**src/rtl/pwm_pkg.sv**
```systemverilog
package pwm_pkg;

    localparam int NUM_CH = 4;
    localparam int CNT_W  = 16;
    localparam int ADDR_W = 4;
    localparam int DATA_W = 32;
    localparam int DSEL_W = 2;

    localparam int ADDR_CTRL = 0;
    localparam int ADDR_DIV  = 1;
    localparam int ADDR_BUF0 = 2;

    // one control nibble; packed so that bit 0 is start, bit 3 auto-reload
    typedef struct packed {
        logic reload;
        logic invert;
        logic manual;
        logic start;
    } chan_ctrl_t;

    localparam int CTRL_NIB_W = $bits(chan_ctrl_t);

    // lowest bit of a channel's nibble inside the shared control word
    function automatic int ctrl_lsb(int ch);
        return (ch == 0) ? 0 : (CTRL_NIB_W * ch + CTRL_NIB_W);
    endfunction

    function automatic int cnt_addr(int ch);
        return ADDR_BUF0 + 2 * ch;
    endfunction

    function automatic int cmp_addr(int ch);
        return ADDR_BUF0 + 2 * ch + 1;
    endfunction

endpackage

```
**src/rtl/pwm_regs.sv**
```systemverilog
module pwm_regs
    import pwm_pkg::*;
#(
    parameter int N_CH = NUM_CH,
    parameter int C_W  = CNT_W,
    parameter int A_W  = ADDR_W,
    parameter int D_W  = DATA_W,
    parameter int S_W  = DSEL_W
) (
    input  logic                       clk,
    input  logic                       rst,
    input  logic                       wr_en,
    input  logic [A_W-1:0]             wr_addr,
    input  logic [D_W-1:0]             wr_data,
    input  logic [A_W-1:0]             rd_addr,
    output logic [D_W-1:0]             rd_data,
    output chan_ctrl_t [N_CH-1:0]      ctrl,
    output logic [N_CH-1:0][S_W-1:0]   dsel,
    output logic [N_CH-1:0][C_W-1:0]   cnt_buf,
    output logic [N_CH-1:0][C_W-1:0]   cmp_buf
);

    localparam int DIV_BITS = N_CH * S_W;

    chan_ctrl_t [N_CH-1:0]    ctrl_q;
    logic [N_CH-1:0][S_W-1:0] dsel_q;
    logic [D_W-1:0]           ctrl_img;

    always_ff @(posedge clk) begin
        if (rst) begin
            ctrl_q <= '0;
            dsel_q <= '0;
        end else if (wr_en) begin
            if (wr_addr == A_W'(ADDR_CTRL)) begin
                for (int ch = 0; ch < N_CH; ch++) begin
                    ctrl_q[ch] <= wr_data[ctrl_lsb(ch) +: CTRL_NIB_W];
                end
            end
            if (wr_addr == A_W'(ADDR_DIV)) begin
                dsel_q <= wr_data[DIV_BITS-1:0];
            end
        end
    end

    for (genvar g = 0; g < N_CH; g++) begin : g_buf
        logic [C_W-1:0] cnt_q;
        logic [C_W-1:0] cmp_q;

        always_ff @(posedge clk) begin
            if (rst) begin
                cnt_q <= '0;
                cmp_q <= '0;
            end else if (wr_en) begin
                if (wr_addr == A_W'(cnt_addr(g))) cnt_q <= wr_data[C_W-1:0];
                if (wr_addr == A_W'(cmp_addr(g))) cmp_q <= wr_data[C_W-1:0];
            end
        end

        assign cnt_buf[g] = cnt_q;
        assign cmp_buf[g] = cmp_q;
    end

    always_comb begin
        ctrl_img = '0;
        for (int ch = 0; ch < N_CH; ch++) begin
            ctrl_img[ctrl_lsb(ch) +: CTRL_NIB_W] = ctrl_q[ch];
        end
    end

    always_comb begin
        rd_data = '0;
        if (rd_addr == A_W'(ADDR_CTRL)) rd_data = ctrl_img;
        if (rd_addr == A_W'(ADDR_DIV))  rd_data = D_W'(dsel_q);
        for (int ch = 0; ch < N_CH; ch++) begin
            if (rd_addr == A_W'(cnt_addr(ch))) rd_data = D_W'(cnt_buf[ch]);
            if (rd_addr == A_W'(cmp_addr(ch))) rd_data = D_W'(cmp_buf[ch]);
        end
    end

    assign ctrl = ctrl_q;
    assign dsel = dsel_q;

endmodule

```
**src/rtl/pwm_prescaler.sv**
```systemverilog
module pwm_prescaler #(
    parameter int S_W = 2
) (
    input  logic           clk,
    input  logic           rst,
    input  logic           run,
    input  logic           tick_in,
    input  logic [S_W-1:0] sel,
    output logic           tick
);

    // largest ratio is 2 << (2^S_W - 1), so the count needs 2^S_W bits
    localparam int PRE_W = 1 << S_W;

    logic [PRE_W-1:0] pre_q;
    logic [PRE_W:0]   ratio;
    logic [PRE_W-1:0] limit;
    logic             at_limit;

    assign ratio    = (PRE_W + 1)'(2) << sel;
    assign limit    = PRE_W'(ratio - (PRE_W + 1)'(1));
    assign at_limit = (pre_q >= limit);
    assign tick     = run & tick_in & at_limit;

    always_ff @(posedge clk) begin
        if (rst || !run) begin
            pre_q <= '0;
        end else if (tick_in) begin
            pre_q <= at_limit ? '0 : pre_q + 1'b1;
        end
    end

endmodule

```
**src/rtl/pwm_channel.sv**
```systemverilog
module pwm_channel
    import pwm_pkg::*;
#(
    parameter int C_W = CNT_W
) (
    input  logic           clk,
    input  logic           rst,
    input  chan_ctrl_t     ctrl,
    input  logic           tick,
    input  logic [C_W-1:0] cnt_buf,
    input  logic [C_W-1:0] cmp_buf,
    output logic           pin
);

    logic [C_W-1:0] cnt_q;
    logic [C_W-1:0] cmp_q;
    logic           lvl_q;
    logic [C_W-1:0] cnt_dec;
    logic           expired;

    assign cnt_dec = cnt_q - 1'b1;
    assign expired = (cnt_q == '0);

    always_ff @(posedge clk) begin
        if (rst) begin
            cnt_q <= '0;
            cmp_q <= '0;
            lvl_q <= 1'b0;
        end else if (ctrl.manual) begin
            cnt_q <= cnt_buf;
            cmp_q <= cmp_buf;
            lvl_q <= 1'b0;
        end else if (tick) begin
            if (expired) begin
                lvl_q <= 1'b0;
                if (ctrl.reload) begin
                    cnt_q <= cnt_buf;
                    cmp_q <= cmp_buf;
                end
            end else begin
                cnt_q <= cnt_dec;
                if (cnt_dec == cmp_q) lvl_q <= 1'b1;
            end
        end
    end

    assign pin = lvl_q ^ ctrl.invert;

endmodule

```
**src/rtl/pwm_bank.sv**
```systemverilog
module pwm_bank
    import pwm_pkg::*;
#(
    parameter int N_CH = NUM_CH,
    parameter int C_W  = CNT_W,
    parameter int A_W  = ADDR_W,
    parameter int D_W  = DATA_W,
    parameter int S_W  = DSEL_W
) (
    input  logic            clk,
    input  logic            rst,
    input  logic            wr_en,
    input  logic [A_W-1:0]  wr_addr,
    input  logic [D_W-1:0]  wr_data,
    input  logic [A_W-1:0]  rd_addr,
    output logic [D_W-1:0]  rd_data,
    input  logic            tick_in,
    output logic [N_CH-1:0] pwm_out
);

    chan_ctrl_t [N_CH-1:0]    ctrl_q;
    logic [N_CH-1:0][S_W-1:0] dsel;
    logic [N_CH-1:0][C_W-1:0] cnt_buf;
    logic [N_CH-1:0][C_W-1:0] cmp_buf;

    pwm_regs #(
        .N_CH(N_CH), .C_W(C_W), .A_W(A_W), .D_W(D_W), .S_W(S_W)
    ) u_regs (
        .clk     (clk),
        .rst     (rst),
        .wr_en   (wr_en),
        .wr_addr (wr_addr),
        .wr_data (wr_data),
        .rd_addr (rd_addr),
        .rd_data (rd_data),
        .ctrl    (ctrl_q),
        .dsel    (dsel),
        .cnt_buf (cnt_buf),
        .cmp_buf (cmp_buf)
    );

    for (genvar g = 0; g < N_CH; g++) begin : g_ch
        logic run;
        logic ch_tick;

        assign run = ctrl_q[g].start & ~ctrl_q[g].manual;

        pwm_prescaler #(.S_W(S_W)) u_pre (
            .clk     (clk),
            .rst     (rst),
            .run     (run),
            .tick_in (tick_in),
            .sel     (dsel[g]),
            .tick    (ch_tick)
        );

        pwm_channel #(.C_W(C_W)) u_chan (
            .clk     (clk),
            .rst     (rst),
            .ctrl    (ctrl_q[g]),
            .tick    (ch_tick),
            .cnt_buf (cnt_buf[g]),
            .cmp_buf (cmp_buf[g]),
            .pin     (pwm_out[g])
        );
    end

endmodule

```
**config.mk**
```make
export PLATFORM = sky130hd
export DESIGN_NAME = pwm_bank
export DESIGN_NICKNAME = d
export VERILOG_FILES = /design/src/rtl/pwm_pkg.sv /design/src/rtl/pwm_regs.sv /design/src/rtl/pwm_prescaler.sv /design/src/rtl/pwm_channel.sv /design/src/rtl/pwm_bank.sv
export SDC_FILE = /design/constraint.sdc
export NUM_CORES = 1
export LEC_CHECK = 0
export ABC_CLOCK_PERIOD_IN_PS = 3300
export CORE_UTILIZATION = 34
export CTS_BUF_LIST = sky130_fd_sc_hd__clkbuf_2
export CTS_CLUSTER_SIZE = 24
export DETAILED_ROUTE_END_ITERATION = 12
export DONT_BUFFER_PORTS = 1
export MAX_ROUTING_LAYER = met4
export PLACE_DENSITY = 0.5
export SETUP_SLACK_MARGIN = 0.15
export SLEW_MARGIN = 15
export SYNTH_ARGS = -nofsm -noshare
export SYNTH_HDL_FRONTEND = slang
export SYNTH_SLANG_ARGS = --single-unit
```
**constraint.sdc**
```tcl
create_clock -name clk -period 3.3 [get_ports clk]
set_input_delay 0.165 -clock clk [delete_from_list [all_inputs] [get_ports clk]]
set_output_delay 0.165 -clock clk [all_outputs]
set_load 0.02 [all_outputs]
```
==> flow_summary.toml <==
[setup_path]
cp-start-kind = "flip-flop"
crit_chain = "mux2i_1, o32ai_1, nor3_1, o21ai_1"
cp.arrival_ns = 2.83
path_class = "flip-flop to primary output"
slowest_stage = "nor3_1"
end_kind = "primary output"
max_stage_delay_ns = 0.59
critPathMaxFanout = 9
cp.required_ns = 3.13

[cells_and_area]
drive_gt1_share_pct = 8.94
final_util_pct = 43.4
syn2layout_area_growth_pct = 24.9
mostFrequentLayoutCell = "nand2_1"
layout_common_cells = "nand2_1, dfxtp_1, dlygate4sd3_1"
final_area_sq_um = 19900
nets = 2325

[synth]
syn-mean-instance-area_sq_um = 7.90
synth_area_sq_um = 15900
syn-instance-count = 2014
synthFlopType = "dfxtp_1"
postSynth.asyncResetShare_pct = 0
synth_top_family_by_area = "simple AND/OR/NAND/NOR gates"
yosys.area_share.adder_pct = 1.89
synth-seq-cells = 300
synth_compound_area_share_pct = 17.0
ys_types = 77
synth_edf_count = 0
yosys.area_share.simple_pct = 23.3
ys_warn_count = 0
synthMuxAreaShare_pct = 9.32
synth_xor_xnor_area_share_pct = 5.78
synth-seq-area-share_pct = 37.8

[timing]
slew_headroom_pct = 26.0
setup_tns_ns = 0
finalMaxSlewViolations = 0
fmax_mhz = 333
min_period_ns = 3.00
tightest_slew_ns = 1.10
setup_slack_ns = 0.300
setup_viol = 0
fin_skew_ns = 0.103
grt_setup_unrepaired = "yes"
period_share_pct = 90.9
hold_viol = 0

[route]
vias = 15800
drtIter0Drc = 1567
wl_per_cell_um = 19.6
wl_um = 57200
ant_nets = 0
drc = 0
via_per_inst = 5.42
first_pass_iters = 6

[run]
drv_cap = 0

[pwr]
worst_ir_drop_vdd_mv = 0.201
leakagePower_nw = 8.34
intPower_w = 0.00494
clkPwrFrac_pct = 40.8
seq_power_share_pct = 52.7
p_switching_w = 0.00203
power_density_nw_per_um2 = 351
total_power_w = 0.00698
p_sw_share_pct = 29.2
combPwrFrac_pct = 6.5

[die]
die_area_sq_um = 47700
die_h_um = 218
initial_core_util_pct = 34.8
io_pins = 80
die_w_um = 218
num_rows = 78
core_sq_um = 45800

[cts]
cts_tree = "built"
htree_num_levels = 3
clk_latency_ns = 1.10
cts.sinks = 300
cts_buffer_depth = 3
clk_pin_slew_ns = 0.10
cts_buffers = 84
cts-root-buf = "clkbuf_2"
postCtsSetupBuffers = 0

[grt]
grt-ovfl-total = 0
first_global_vias = 15400
grt_antenna_before_repair = 4
grt_first_pass_wirelength_um = 89000
grt_max_degree = 206
grt.total_usage_pct = 24.9

[hold_path]
hold_class = "primary input to flip-flop"

[placement]
place_ws_ns = 0.324
dpl_cell_area_sq_um = 16200
io_buffer_count = 0
dpl.hpwl_um = 36600
gp_congestion = 0.920

[status]
status = "complete, no violations"
## sequential cells by signal, indices dropped and copies added (netlist names)
signal              flops
g_ch.u_chan.cnt_q      64
g_ch.u_chan.lvl_q       4
u_regs.g_buf.cnt_q     64
u_regs.g_buf.cmp_q     64
u_regs.ctrl            16
g_ch.u_pre.pre_q       16
g_ch.u_chan.cmp_q      64
u_regs.dsel             8
## final cells by class
class / instances / area [sq um]
sequential: 300 / 6010
clock buffer: 122 / 611
timing repair buffer: 310 / 3060
clock inverter: 23 / 141
antenna: 5 / 12.5
tap: 600 / 751
multi-input combinational: 1545 / 9220
fill: 4596 / 25900
inverter: 16 / 60.1
## logic make-up after synthesis
kind of cell	count (synthesis)
flops	300
simple gates	818
xor+xnor	105
buf+inv	180
other cells	1
mux	147
compound gates	439
fa+ha+maj	24
## cells in the mapped netlist, drive strengths merged (9+ instances only)
library cell,number,area [sq um]
mux2i,138,1380
o31ai,10,75.1
nor3b,16,120
or3,13,81.3
a222oi,9,90.1
nand2b,14,87.6
and2,10,62.6
dfxtp,300,6010
xor2,39,342
nand3,30,150
a21oi,200,1000
xnor2,66,578
buf,39,258
ha,24,300
mux2,9,101
a31oi,12,75.1
o21ai,81,405
clkbuf,125,469
nor3,62,327
nor4,21,174
nand2,328,1230
nor2,253,950
inv,16,60.1
nor2b,16,100
a2bb2oi,17,149
nand3b,9,67.6
and3,9,56.3
a22oi,33,248
## power by group through the flow
stage               Sequential (W)  Combinational, W  Clock [W]
floorplan                  0.00374          0.000307          0
global placement           0.00376          0.000262          0
detailed placement         0.00376          0.000266          0
CTS                        0.00368          0.000446    0.00292
global route               0.00368          0.000489    0.00313
finish                     0.00368          0.000456    0.00285
## worst paths after layout
path / start / to / depth (start not counted) / slack, ns
worst max register to register: u_regs.dsel[1] / g_ch[0].u_pre.pre_q[1] / 8 / 0.31
worst min register to register: g_ch[1].u_chan.lvl_q / g_ch[1].u_chan.lvl_q / 2 / 0.50
worst max-delay path: u_regs.ctrl[5] / rd_data[9] / 4 / 0.30
worst min-delay path: wr_addr[1] / u_regs.g_buf[3].cnt_q[15] / 5 / 0.1
## stage by stage
step	instances	hold slack [ns]
detailed placement	2491	0.256
finish	2921	0.0952
global route	2921	0.0285
floorplan	2025	0.301
global placement	2491	0.253
CTS	2917	0.00981
## layer usage
metal	global-route usage [%]	vias up	wire length, um
met2	37.3	526	25400
met4	10.8	0	2100
li1	-	7539	-
met3	6.54	131	4480
met5	-	-	0
met1	31.4	7625	25300
## critical path: cells and delay by family (launching register included)
family             cells  cell delay (ns)
and+or+nand+nor        1             0.59
DFF                    1             0.45
AOI/OAI and AO/OA      2             0.43
muxes                  1             0.29
## timing repair
| action | in CTS | in global routing |
|---|---|---|
| gates cloned | 0 | 0 |
| hold buffers | 281 | 0 |
| resized for setup | 2 | 6 |
| endpoints found under the hold margin | 300 | 0 |
| pin swaps | 0 | 0 |
| setup endpoints to repair | 2 | 18 |
Note: power is estimated with default switching activity, not from simulation.
